==> src/rtl/coh_dir_pkg.sv <==
package coh_dir_pkg;
  typedef enum logic [1:0] {
    BLK_UNC = 2'd0,
    BLK_SHR = 2'd1,
    BLK_EXC = 2'd2
  } blk_st_e;

  typedef enum logic [1:0] {
    CTL_IDLE  = 2'd0,
    CTL_SNOOP = 2'd1,
    CTL_WAIT  = 2'd2,
    CTL_GRANT = 2'd3
  } ctl_st_e;
endpackage

==> src/rtl/coh_dir_store.sv <==
module coh_dir_store
  import coh_dir_pkg::*;
#(
  parameter int NCPU  = 4,
  parameter int NBLK  = 16,
  parameter int DW    = 8,
  localparam int BLK_W = $clog2(NBLK)
) (
  input  logic             clk,
  input  logic             rst_n,
  input  logic [BLK_W-1:0] rd_blk,
  output blk_st_e          rd_st,
  output logic [NCPU-1:0]  rd_pres,
  output logic [DW-1:0]    rd_data,
  input  logic             dir_we,
  input  logic [BLK_W-1:0] wr_blk,
  input  blk_st_e          wr_st,
  input  logic [NCPU-1:0]  wr_pres,
  input  logic             mem_we,
  input  logic [BLK_W-1:0] mem_blk,
  input  logic [DW-1:0]    mem_wdata
);
  blk_st_e         st_r   [NBLK];
  logic [NCPU-1:0] pres_r [NBLK];
  logic [DW-1:0]   data_r [NBLK];

  always_ff @(posedge clk or negedge rst_n) begin
    if (!rst_n) begin
      for (int b = 0; b < NBLK; b++) begin
        st_r[b]   <= BLK_UNC;
        pres_r[b] <= '0;
        data_r[b] <= '0;
      end
    end else begin
      for (int b = 0; b < NBLK; b++) begin
        if (dir_we && (wr_blk == BLK_W'(b))) begin
          st_r[b]   <= wr_st;
          pres_r[b] <= wr_pres;
        end
        if (mem_we && (mem_blk == BLK_W'(b))) begin
          data_r[b] <= mem_wdata;
        end
      end
    end
  end

  assign rd_st   = st_r[rd_blk];
  assign rd_pres = pres_r[rd_blk];
  assign rd_data = data_r[rd_blk];

  // an exclusive entry names exactly one owner
  p_exc_single_owner_r7: assert property (@(posedge clk) disable iff (!rst_n)
    (rd_st == BLK_EXC) |-> $onehot(rd_pres));
endmodule

==> src/rtl/coh_ack_track.sv <==
module coh_ack_track #(
  parameter int NCPU  = 4,
  localparam int SRC_W = $clog2(NCPU),
  localparam int CNT_W = $clog2(NCPU + 1)
) (
  input  logic             clk,
  input  logic             rst_n,
  input  logic             load,
  input  logic [NCPU-1:0]  load_mask,
  input  logic             ack_valid,
  input  logic [SRC_W-1:0] ack_src,
  output logic             hit,
  output logic             done
);
  logic [NCPU-1:0]  pend_q, pend_d;
  logic [CNT_W-1:0] cnt_q, cnt_d, load_cnt;

  always_comb begin
    load_cnt = '0;
    for (int i = 0; i < NCPU; i++) load_cnt = load_cnt + CNT_W'(load_mask[i]);
  end

  assign hit  = ack_valid && pend_q[ack_src];
  assign done = (cnt_q == '0);

  always_comb begin
    pend_d = pend_q;
    cnt_d  = cnt_q;
    if (load) begin
      pend_d = load_mask;
      cnt_d  = load_cnt;
    end else if (hit) begin
      pend_d[ack_src] = 1'b0;
      cnt_d           = cnt_q - CNT_W'(1);
    end
  end

  always_ff @(posedge clk or negedge rst_n) begin
    if (!rst_n) begin
      pend_q <= '0;
      cnt_q  <= '0;
    end else if (load || hit) begin
      pend_q <= pend_d;
      cnt_q  <= cnt_d;
    end
  end

  // the counter tracks exactly the outstanding acknowledgements
  p_cnt_matches_pending_r4: assert property (@(posedge clk) disable iff (!rst_n)
    $countones(pend_q) == int'(cnt_q));
endmodule

==> src/rtl/coh_dir_ctrl.sv <==
module coh_dir_ctrl
  import coh_dir_pkg::*;
#(
  parameter int NCPU  = 4,
  parameter int NBLK  = 16,
  parameter int DW    = 8,
  localparam int SRC_W = $clog2(NCPU),
  localparam int BLK_W = $clog2(NBLK)
) (
  input  logic             clk,
  input  logic             rst_n,
  input  logic             req_valid,
  output logic             req_ready,
  input  logic [SRC_W-1:0] req_src,
  input  logic             req_excl,
  input  logic [BLK_W-1:0] req_blk,
  output logic             snp_valid,
  output logic [NCPU-1:0]  snp_mask,
  output logic             snp_down,
  input  logic             ack_valid,
  input  logic [SRC_W-1:0] ack_src,
  input  logic [DW-1:0]    ack_data,
  output logic             gnt_valid,
  output logic [SRC_W-1:0] gnt_dst,
  output logic             gnt_excl,
  output logic [DW-1:0]    gnt_data
);
  ctl_st_e          state_q, state_d;
  logic [SRC_W-1:0] src_q;
  logic             excl_q, down_q, wb_q, keep_q;
  logic [BLK_W-1:0] blk_q;
  logic [NCPU-1:0]  mask_q;

  logic [BLK_W-1:0] rd_blk;
  blk_st_e          rd_st;
  logic [NCPU-1:0]  rd_pres;
  logic [DW-1:0]    rd_data;
  logic             dir_we;
  blk_st_e          wr_st;
  logic [NCPU-1:0]  wr_pres;

  logic             accept, self_own, need_fetch, need_inv, need_snoop;
  logic [NCPU-1:0]  src_bit, own_bit, others, snoop_mask;
  logic             trk_hit, trk_done, trk_ack;

  assign req_ready  = (state_q == CTL_IDLE);
  assign accept     = req_valid && req_ready;
  assign rd_blk     = (state_q == CTL_IDLE) ? req_blk : blk_q;
  assign src_bit    = NCPU'(1) << req_src;
  assign own_bit    = NCPU'(1) << src_q;
  assign others     = rd_pres & ~src_bit;
  assign self_own   = (rd_st == BLK_EXC) && (rd_pres == src_bit);
  assign need_fetch = (rd_st == BLK_EXC) && !self_own;
  assign need_inv   = req_excl && (rd_st == BLK_SHR) && (|others);
  assign need_snoop = need_fetch || need_inv;
  assign snoop_mask = need_fetch ? rd_pres : others;
  assign trk_ack    = ack_valid && ((state_q == CTL_SNOOP) || (state_q == CTL_WAIT));

  always_comb begin
    state_d = state_q;
    unique case (state_q)
      CTL_IDLE:  if (accept) state_d = need_snoop ? CTL_SNOOP : CTL_GRANT;
      CTL_SNOOP: state_d = CTL_WAIT;
      CTL_WAIT:  if (trk_done) state_d = CTL_GRANT;
      CTL_GRANT: state_d = CTL_IDLE;
      default:   state_d = CTL_IDLE;
    endcase
  end

  always_ff @(posedge clk or negedge rst_n) begin
    if (!rst_n) begin
      state_q <= CTL_IDLE;
      src_q   <= '0;
      excl_q  <= 1'b0;
      down_q  <= 1'b0;
      wb_q    <= 1'b0;
      keep_q  <= 1'b0;
      blk_q   <= '0;
      mask_q  <= '0;
    end else begin
      state_q <= state_d;
      if (accept) begin
        src_q  <= req_src;
        excl_q <= req_excl;
        blk_q  <= req_blk;
        down_q <= need_fetch && !req_excl;
        wb_q   <= need_fetch;
        keep_q <= self_own;
        mask_q <= need_snoop ? snoop_mask : '0;
      end
    end
  end

  assign dir_we  = (state_q == CTL_GRANT) && !keep_q;
  assign wr_st   = excl_q ? BLK_EXC : BLK_SHR;
  assign wr_pres = excl_q ? own_bit : (rd_pres | own_bit);

  coh_ack_track #(.NCPU(NCPU)) u_track (
    .clk       (clk),
    .rst_n     (rst_n),
    .load      (accept && need_snoop),
    .load_mask (snoop_mask),
    .ack_valid (trk_ack),
    .ack_src   (ack_src),
    .hit       (trk_hit),
    .done      (trk_done)
  );

  coh_dir_store #(.NCPU(NCPU), .NBLK(NBLK), .DW(DW)) u_store (
    .clk       (clk),
    .rst_n     (rst_n),
    .rd_blk    (rd_blk),
    .rd_st     (rd_st),
    .rd_pres   (rd_pres),
    .rd_data   (rd_data),
    .dir_we    (dir_we),
    .wr_blk    (blk_q),
    .wr_st     (wr_st),
    .wr_pres   (wr_pres),
    .mem_we    (trk_hit && wb_q),
    .mem_blk   (blk_q),
    .mem_wdata (ack_data)
  );

  assign snp_valid = (state_q == CTL_SNOOP);
  assign snp_mask  = mask_q;
  assign snp_down  = down_q;
  assign gnt_valid = (state_q == CTL_GRANT);
  assign gnt_dst   = src_q;
  assign gnt_excl  = excl_q;
  assign gnt_data  = rd_data;

  // the requester is never among the snooped processors
  p_snp_skips_requester_r3: assert property (@(posedge clk) disable iff (!rst_n)
    snp_valid |-> !snp_mask[src_q]);
  // a downgrade goes to the single owner
  p_down_single_owner_r5: assert property (@(posedge clk) disable iff (!rst_n)
    (snp_valid && snp_down) |-> $onehot(snp_mask));
  // no grant while acknowledgements are outstanding
  p_gnt_after_acks_r4: assert property (@(posedge clk) disable iff (!rst_n)
    gnt_valid |-> trk_done);
  // acceptance closes the request port
  p_accept_stalls_r9: assert property (@(posedge clk) disable iff (!rst_n)
    accept |=> !req_ready);
  // snoop and grant are single-cycle pulses
  p_snp_pulse_r11: assert property (@(posedge clk) disable iff (!rst_n)
    snp_valid |=> !snp_valid);
  p_gnt_pulse_r11: assert property (@(posedge clk) disable iff (!rst_n)
    gnt_valid |=> (!gnt_valid && req_ready));
endmodule

==> config.mk <==
export PLATFORM = sky130hd
export DESIGN_NAME = coh_dir_ctrl
export DESIGN_NICKNAME = d
export VERILOG_FILES = /design/src/rtl/coh_dir_pkg.sv /design/src/rtl/coh_dir_store.sv /design/src/rtl/coh_ack_track.sv /design/src/rtl/coh_dir_ctrl.sv
export SDC_FILE = /design/constraint.sdc
export NUM_CORES = 1
export LEC_CHECK = 0
export ABC_AREA = 1
export CAP_MARGIN = 0
export CORE_AREA = 2 2 170 131
export CTS_BUF_LIST = sky130_fd_sc_hd__clkbuf_4
export DETAILED_ROUTE_END_ITERATION = 8
export DIE_AREA = 0 0 172 133
export MAX_ROUTING_LAYER = met4
export PLACE_DENSITY_LB_ADDON = 0.3
export SLEW_MARGIN = 20
export SYNTH_ARGS = -nofsm -noshare
export SYNTH_HDL_FRONTEND = slang
export SYNTH_HIERARCHICAL = 1
export SYNTH_SLANG_ARGS = --single-unit
==> constraint.sdc <==
create_clock -name clk -period 6.3 [get_ports clk]
set_input_delay 1.26 -clock clk [delete_from_list [all_inputs] [get_ports clk]]
set_output_delay 1.26 -clock clk [all_outputs]
set_load 0.1 [all_outputs]
### Word level (Yosys, flattened, before mapping)

Index checks and enable logic that the tools add are counted.

* flip-flop bits (word level): 247
* bits of input ports: 21
* output and inout port bits: 19
* word-level logic and storage cells: 179

* add/subtract/negate cells: 4
* $lt $le $gt $ge: 3
* equal/unequal tests: 23
* shift-type cells: 2
* multiplexer cells: 26
* bitwise operators: 6
* reduce and logical (&&, ||, !) cells: 57

Operator list (number)
* logical AND 1 bit: 44
* binary-select mux 8 bit (select 4 bit): 1
* equality test 4 bit, second input constant: 8
* 2-to-1 mux 4 bit: 8
* binary-select mux 4 bit (select 4 bit): 1
* equality test 4 x 3 -> 1 bit, second input constant: 4
* 2-to-1 mux 8 bit: 2
* 2-to-1 mux 2 bit: 6
* AND 4 bit: 2
* binary-select mux 2 bit (select 4 bit): 1
* equality test 4 x 2 -> 1 bit, second input constant: 2
* NOT 4 bit: 2
* case mux 2 bit (4 select lines): 1
* << shifter 1 x 2 -> 4 bit, first input constant: 2
* adder 3 x 1 -> 3 bit: 2
* equality test 2 bit, second input constant: 3
* 2-to-1 mux 3 bit: 2
* >= comparator 5 bit, second input constant: 1
* NOT 4 -> 5 bit: 1
* equality test 2 x 1 -> 1 bit, second input constant: 2
* equality test 4 x 1 -> 1 bit, second input constant: 1
* equality test 4 bit: 1
* zero test 4 bit: 1
* bitwise OR 4 bit: 1
* other kinds (16): 22

### Longest topological paths before layout

Gate-level depths: netlist of the first run.

* depth in word-level cells: 15
* depth in mapped cells: 29
* depth with buffers taken out: 27

### Hierarchy

The synthesis of the first run kept the hierarchy.

Modules (own cells, without submodules)
* coh_dir_store: times used 1, cells each 1477, area an instance 10969.3 um2, seq. area each 5605.4 um2
* coh_dir_ctrl: times used 1, cells each 140, area an instance 1016.0 um2, seq. area each 400.4 um2
* coh_ack_track: times used 1, cells each 73, area an instance 529.3 um2, seq. area each 175.2 um2

### Least setup slack after synthesis of the first run

No wires, ideal clock.

* path kind: reg2reg
* start: register state_q[0]
* end: register u_track.cnt_q[1]
* setup time: 0.116 ns
* arrival time: 4.742 ns
* required time: 6.184 ns
* setup slack: 1.441 ns
* stages on the path, launching flop included: 25
* buffers on the path: 2
* period minus slack after synthesis: 4.859 ns
* cell sequence: dfrtp_1 -> inv_1 -> ha_1 -> inv_1 -> o21ai_0 -> clkbuf_1 -> buf_1 -> nand3_1 -> nand3_1 -> nand2_1 -> ha_1 -> nand2_1 -> inv_1 -> nand2_1 -> nand3_1 -> nand2_1 -> inv_1 -> fa_1 -> inv_1 -> ha_1 -> ha_1 -> nand2_1 -> o21ai_0 -> nand2_1 -> nand2_1

* word-level cells in the longest chain between the ends: 15
* elaborated cells between the ends (all ways): 35
* classes of those cells: add/sub: 3; eq/ne: 5; mux: 9; bitwise: 2; reduce/logical: 16

Ends and longest elaborated chain
* start, declared: line coh_dir_ctrl.sv:28 `ctl_st_e state_q, state_d;`
* start signal, assigned: line coh_dir_ctrl.sv:81 `state_q <= state_d;`
* zero test 2 bit: line coh_dir_ctrl.sv:46 `assign req_ready = (state_q == CTL_IDLE);`
* named net req_ready: line coh_dir_ctrl.sv:13 `output logic req_ready,`
* 2-to-1 mux 4 bit: line coh_dir_ctrl.sv:48 `assign rd_blk = (state_q == CTL_IDLE) ? req_blk : blk_q;`
* named net rd_blk[2]: line coh_dir_ctrl.sv:34 `logic [BLK_W-1:0] rd_blk;`
* NOT 4 -> 5 bit (implied by the code): line coh_dir_store.sv:48 `assign rd_pres = pres_r[rd_blk];`
* binary-select mux 4 bit (select 4 bit): line coh_dir_store.sv:48
* 2-to-1 mux 4 bit (implied by the code) (2 in series): line coh_dir_store.sv:48
* named net rd_pres[1]: line coh_dir_ctrl.sv:36 `logic [NCPU-1:0] rd_pres;`
* equality test 4 bit: line coh_dir_ctrl.sv:52 `assign self_own = (rd_st == BLK_EXC) && (rd_pres == src_bit);`
* logical AND 1 bit: line coh_dir_ctrl.sv:52
* zero test 1 bit: line coh_dir_ctrl.sv:53 `assign need_fetch = (rd_st == BLK_EXC) && !self_own;`
* logical AND 1 bit: line coh_dir_ctrl.sv:53
* 2-to-1 mux 4 bit: line coh_dir_ctrl.sv:56 `assign snoop_mask = need_fetch ? rd_pres : others;`
* named net snoop_mask[0]: line coh_dir_ctrl.sv:43 `logic [NCPU-1:0] src_bit, own_bit, others, snoop_mask;`
* adder 1 x 1 -> 2 bit: line coh_ack_track.sv:20 `for (int i = 0; i < NCPU; i++) load_cnt = load_cnt + CNT_W'(load_mask[i]);`
* adder 3 x 1 -> 3 bit (2 in series): line coh_ack_track.sv:20
* 2-to-1 mux 3 bit: line coh_ack_track.sv:29 `if (load) begin`
* end signal, assigned: line coh_ack_track.sv:44 `cnt_q <= cnt_d;`
* end, declared: line coh_ack_track.sv:16 `logic [CNT_W-1:0] cnt_q, cnt_d, load_cnt;`

The timed path passes the listed nets, and every way through them passes these cells. The select of a mux whose other input is x is not followed.
A chain may end at the register's enable or synchronous reset.

### Worst setup path in the final report of the first run

* start: register state_q[0]
* end: output port gnt_data[1]

* word-level cells in the longest chain between the ends: 6

Ends and longest elaborated chain
* zero test 2 bit: line coh_dir_ctrl.sv:48
* 2-to-1 mux 4 bit: line coh_dir_ctrl.sv:48
* named net rd_blk[0]: line coh_dir_ctrl.sv:34
* NOT 4 -> 5 bit (implied by the code): line coh_dir_store.sv:49 `assign rd_data = data_r[rd_blk];`
* binary-select mux 8 bit (select 4 bit): line coh_dir_store.sv:49
* 2-to-1 mux 8 bit (implied by the code) (2 in series): line coh_dir_store.sv:49
* end, declared: line coh_dir_ctrl.sv:26 `output logic [DW-1:0] gnt_data`

The timed path passes the listed nets, and every way through them passes these cells. The select of a mux whose other input is x is not followed.

==> results.md, run 1 <==
- Status: completed
- Post-synth ARST share: 1.00
- Synth Cell Area: 12,500 um2
- Final wirelength: 32.1 mm
- Hold-fix buffers at CTS: 0
- Critical Path Slowest Stage Cell: inv_2
- VDD IR max: 535 uV
- Initial antenna violation count: 2
- Setup ws final: 1.13 ns
- Req. time, crit path: 5.04 ns
- Starting density of the core: 0.585
- Clock Path Buffers: 3
- 1st-pass router iterations: 6
- Clk sinks: 247
- DIE AREA: 22,900 um2
- Minimum clock period: 5.17 ns
- Final Slew Violations: 0
- Core outline area: 21,400 um2
- Clk_lat worst skew: 0.72 ns
- Leakage: 7.02 nW
- CP startpoint kind: register
- Vias: 10,903
- Die H: 133 um
- Syn_area_per_cell: 7.41 um2
- I/O Pins: 40
- Clk root buf: clkbuf_4
- Fmax: 0.193 GHz
- Clk network pwr share: 0.163
- Synthesized flop and latch total: 247
- Fin Setup TNS: 0 ns
- Number of synthesized flops with an enable pin: 0
- Worst Path Arrival: 3.91 ns
- Die W: 172 um
- Post-CTS setup repair buffer count: 0
- Final RePlAce weighted congestion: 0.894
- Post_cts resized: 0
- GRT Total Usage: 0.297
- Critical path, cell by cell: inv_1 -> ha_1 -> inv_1 -> nand2_1 -> o21ai_4 -> inv_2 -> buf_4 -> nand2_1 -> nand3_1 -> nand3_1 -> nand3_1 -> nand2_1 -> buf_12
- Switching Fraction: 0.507
- Combinational share of power: 0.561
- Overall Power: 7.89 mW
- Commonest non-fill, non-tap cells in the layout: 586 x nand2_1, 247 x dfrtp_1, 237 x inv_1, 219 x o21ai_0, 202 x nand3_1
- Synth Warn #: 6
- # rows: 47
- Delay of the slowest cell on the worst path: 0.60 ns
- CP endpoint kind: primary output
- CTS tree: yes
- Worst min path class: register to register
- WL/cell: 15.7 um
- Htree depth: 2
- Dpl cell area: 13,100 um2
- Internal power: 3.89 mW
- Syn Inst Count: 1,690
- NetSw: 4.00 mW
- DR DRC count: 0
- Vias in the first global route: 10,020
- Sequential area share after synthesis: 0.494
- Largest net degree at the start of global routing: 138
- Crit-path max FO: 45
- Area grow syn2layout: 10.5%
- Layout cell share with drive strength beyond 1: 0.0858
- Final net count: 1,745
- CTS buffer count: 61
- GRT Residual Overflow: 0
- Most common library cell in the layout ignoring fill and taps: nand2_1
- Antenna Nets Post-Route: 0
- Top_reg_cell synth: dfrtp_1
- Pwr dens: 571 nW/um2
- Period utilization: 0.821
- Max Cap Viol: 0
- Post-route cell area: 13,800 um2
- Reg power frac: 0.276
- Port Buf Inserts: 39
- RSZ-0062 raised after global routing: false
- Synthesized net count: 1,725
- Initial drt markers: 1,354
- Final hold violation count: 0
- FILL cells: 1,906
- Clk_skew: 0.0458 ns
- Slew @ Worst Pin: 0.972 ns
- Pre-CTS setup slack: 0.985 ns
- First-pass GRT wire length: 51.8 mm
- Slew HR: 0.350
- Yosys cell types: 27
- HPWL Detailed: 20.1 mm
- Vias per cell: 5.33
- CP Class: register to primary output
- Final setup violation count: 0
- Worst-path clk slew: 0.06 ns
[flip-flops by register name, summed over array words and instances (netlist names), 2 cells and up]
register and flops:
gnt_dst 2, u_store/pres_r 64, u_track/pend_q 4, u_store/data_r 128
state_q 2, u_store/st_r 32, snp_mask 4, u_track/cnt_q 3
blk_q 4
[kinds of logic (layout without fill, tap and decap cells)]
| group | after synthesis | after routing | share of synthesized area |
|---|---|---|---|
| AOI/OAI and AO/OA | 257 | 257 | 0.104 |
| adders and majority gates | 14 | 14 | 0.0146 |
| buffers and inverters | 338 | 397 | 0.106 |
| DFF | 247 | 247 | 0.494 |
| other | 0 | 2 | 0 |
| and+or+nand+nor | 834 | 834 | 0.281 |
[layer usage]
layer  vias to the layer above  wire [um]  GRT usage
met3                        53       3120     0.0730
li1                       5340          -          -
met1                      5035      15400      0.451
met2                       475      12900      0.392
met4                         0        574     0.0859
met5                         -          0          -
[layout make-up]
class | count | area, um2 | area share
diodes | 2 | 5.00 | 0.000362
clock buffers | 92 | 691 | 0.0499
clock inverters | 10 | 37.5 | 0.00271
inverters | 244 | 916 | 0.0662
multi-input cells | 1105 | 5040 | 0.364
flip-flops and latches | 247 | 6180 | 0.447
well taps | 294 | 368 | 0.0266
repair buffers | 51 | 591 | 0.0427
[synthesized netlist by cell type (3+ instances only)]
master    count  area (um2)
nor2_1       18        67.6
inv_1       238         893
buf_2        24         120
nor2_4        5        56.3
nand2_4       3        33.8
o21ai_1      27         135
nand3_1     202        1010
or2_2         3        18.8
ha_1         13         163
clkbuf_1     52         195
buf_4         7        52.6
buf_1        11        41.3
o21ai_0     223        1120
nand2_1     586        2200
inv_2         6        22.5
dfrtp_1     247        6180
o211ai_1      3        22.5
nand2_2       9        56.3
[through the flow]
stage / hold WS (ns) / utilization / std cells
2_1_floorplan: 0.445 / - / 1690
3_3_place_gp: 0.458 / 0.612 / 1941
3_5_place_dp: 0.468 / 0.612 / 1941
4_1_cts: 0.486 / 0.646 / 2043
5_1_grt: 0.500 / 0.646 / 2045
6_report: 0.485 / 0.646 / 2045
[path summary, 6_finish.rpt]
check                                           startpoint                              end  slack [ns]  cells after the start
min in group asynchronous                            rst_n   u_store/data_r[60]$_DFFE_PN0P_        0.59                      1
hold / removal             u_store/data_r[125]$_DFFE_PN0P_  u_store/data_r[125]$_DFFE_PN0P_        0.48                      2
hold reg to reg            u_store/data_r[125]$_DFFE_PN0P_  u_store/data_r[125]$_DFFE_PN0P_        0.48                      2
setup / recovery                    state_q[0]$_DFFE_PN0P_                      gnt_data[1]        1.13                     13
setup reg to reg                    state_q[0]$_DFFE_PN0P_     u_track/cnt_q[1]$_DFFE_PN0P_        1.46                     25
max in group asynchronous                            rst_n   u_store/pres_r[60]$_DFFE_PN0P_        4.43                      2
[power by group through the flow]
stage	logic (mW)	registers (mW)	clock network, mW
2_1_floorplan	2.93	2.29	0
3_3_place_gp	4.28	2.19	0
3_5_place_dp	4.34	2.20	0
4_1_cts	4.36	2.17	1.31
5_1_grt	4.83	2.22	1.40
6_report	4.43	2.18	1.29
[worst max-delay path, delay by kind of cell, from the launching register on]
family,cells,cell delay [ns]
flip-flops,1,0.42
AND/OR/NAND/NOR,6,0.88
adder cells (fa/ha/maj),1,0.20
AO/OA/AOI/OAI,1,0.09
buffers and inverters,5,1.62
Note: power is estimated with default switching activity, not from simulation.
==> run 2: changes to the inputs <==
==> constraint.sdc (replaced) <==
create_clock -name clk -period 5.3 [get_ports clk]
set_input_delay 1.06 -clock clk [delete_from_list [all_inputs] [get_ports clk]]
set_output_delay 1.06 -clock clk [all_outputs]
set_load 0.1 [all_outputs]
==> run 2 against run 1 <==
Net effect:
- sequential share of layout area decreased by 0.28 points
- clock skew decreased by 0.020 ns
- wire length increased by 0.79%
- clock power increased by 22%
- combinational power increased by 21%
- worst hold slack got worse by 0.072 ns
- via count increased by 2.0%
- sequential power increased by 18%
- clock-buffer cell count decreased by 1
- register-to-register slack got worse by 0.86 ns
- non-clock buffer count increased by 6
- critical path depth decreased by 1
==> results.md, run 2 (synthesis results as in run 1) <==
- Final wirelength: 32.3 mm
- Minimum clock period: 4.81 ns
- Slew HR: 0.350
- Leakage: 7.06 nW
- Req. time, crit path: 4.24 ns
- Layout cell share with drive strength beyond 1: 0.0888
- Critical R2R Launch: state_q[0]$_DFFE_PN0P_
- WL/cell: 15.8 um
- GRT Total Usage: 0.303
- Final hold violation count: 0
- Critical path capture point: gnt_data[1]
- Worst Path Arrival: 3.75 ns
- Critical Path Source: state_q[0]$_DFFE_PN0P_
- Fmax: 0.208 GHz
- Htree depth: 2
- Die W: 172 um
- Fin cells: 2,052
- # placed instances: 1,947
- GRT Residual Overflow: 0
- Vias in the first global route: 10,280
- Final Slew Violations: 0
- Crit-path max FO: 30
- Starting density of the core: 0.585
- Clock Path Buffers: 3
- Worst-path clk slew: 0.06 ns
- 1st-pass router iterations: 6
- Post-route cell area: 13,900 um2
- Dpl cell area: 13,100 um2
- Hold-fix buffers at CTS: 0
- CP startpoint kind: register
- CTS tree: yes
- Antenna Nets Post-Route: 0
- Largest net degree at the start of global routing: 113
- Area grow syn2layout: 11.2%
- Commonest non-fill, non-tap cells in the layout: 586 x nand2_1, 247 x dfrtp_1, 237 x inv_1, 219 x o21ai_0, 202 x nand3_1
- Post-CTS setup repair buffer count: 0
- CP endpoint kind: primary output
- Clk_lat worst skew: 0.70 ns
- Port Buf Inserts: 39
- Vias per cell: 5.42
- Vias: 11,119
- Most common library cell in the layout ignoring fill and taps: nand2_1
- First-pass GRT wire length: 53.1 mm
- Period utilization: 0.908
- Status: completed
- Pwr dens: 684 nW/um2
- Largest regs: u_store/data_r: 128 flops, u_store/pres_r: 64 flops, u_store/st_r: 32 flops
- DR DRC count: 0
- Worst min path class: input pin to async pin
- R2R cell count: 26
- I/O Pins: 40
- Clk root buf: clkbuf_4
- Final net count: 1,751
- Core outline area: 21,400 um2
- # rows: 47
- HPWL Detailed: 20.7 mm
- CP Class: register to primary output
- CTS buffer count: 61
- Initial drt markers: 1,180
- Final setup violation count: 0
- Capturing point of the worst reg2reg path: u_track/cnt_q[1]$_DFFE_PN0P_
- WHS: 0.413 ns
- Post_cts resized: 0
- DIE AREA: 22,900 um2
- RSZ-0062 raised after global routing: false
- Clk sinks: 247
- Clk_skew: 0.0258 ns
- Top reg by flops: u_store/data_r
- Slew @ Worst Pin: 0.973 ns
- Max Cap Viol: 0
- Final RePlAce weighted congestion: 0.898
- Die H: 133 um
- R2r setup slk: 0.60 ns
- Max reg flops: 128
- Fin Setup TNS: 0 ns
- VDD IR max: 581 uV
- Initial antenna violation count: 1
[run 2: worst max-delay path: stages, from the launching register on]
cell and delay (ns):
dfrtp_1 0.39, inv_1 0.10, ha_1 0.23, inv_1 0.36, nand2_1 0.19, o21ai_4 0.10
buf_4 0.33, buf_4 0.45, nand3_1 0.14, nand3_1 0.11, nand3_1 0.18, nand2_1 0.23
buf_12 0.20
[run 2: layer usage]
metal	vias up	global-route usage	routed length, um	part of all wire
met3	33	0.0661	3320	0.10
met4	0	0.0649	278	0.0086
met5	-	-	0	0
met2	523	0.411	13400	0.41
li1	5352	-	-	-
met1	5211	0.465	15400	0.48
[run 2: area by class of cell]
cell class	count	area, um2
Timing Repair Buffer	57	648
Clock inverter	12	75.1
Inverter	244	916
Clock buffer	91	683
Multi-Input combinational cell	1105	5040
Fill cell	1883	7490
Sequential cell	247	6180
Antenna cell	2	5.00
Tap cell	294	368
[run 2: worst min-delay path by stage]
stage | from | end | slack (ns) | cells past startpoint
2_1_floorplan | u_store/data_r[26]$_DFFE_PN0P_ | u_store/data_r[26]$_DFFE_PN0P_ | 0.45 | 2
3_3_place_gp | u_store/data_r[26]$_DFFE_PN0P_ | u_store/data_r[26]$_DFFE_PN0P_ | 0.46 | 2
3_5_place_dp | u_store/data_r[26]$_DFFE_PN0P_ | u_store/data_r[26]$_DFFE_PN0P_ | 0.47 | 2
4_1_cts | rst_n | u_store/data_r[19]$_DFFE_PN0P_ | 0.42 | 1
5_1_grt | rst_n | u_store/data_r[43]$_DFFE_PN0P_ | 0.42 | 1
6_report | rst_n | u_store/data_r[43]$_DFFE_PN0P_ | 0.41 | 1
[run 2: power breakdown]
part           internal, mW  leakage (nW)  switching [mW]  total (mW)
clock                 0.822         0.449           0.762        1.58
combinational          1.57          3.62            3.78        5.35
sequential             2.31          3.00           0.272        2.58
[run 2: metrics by stage]
stage | power, mW | worst slack, ns | utilization
3_5_place_dp | 7.84 | 0.347 | 0.614
4_1_cts | 9.45 | 0.513 | 0.650
3_3_place_gp | 7.75 | 0.390 | 0.614
2_1_floorplan | 6.20 | 0.441 | -
6_report | 9.52 | 0.487 | 0.650
5_1_grt | 10.2 | 0.236 | 0.650
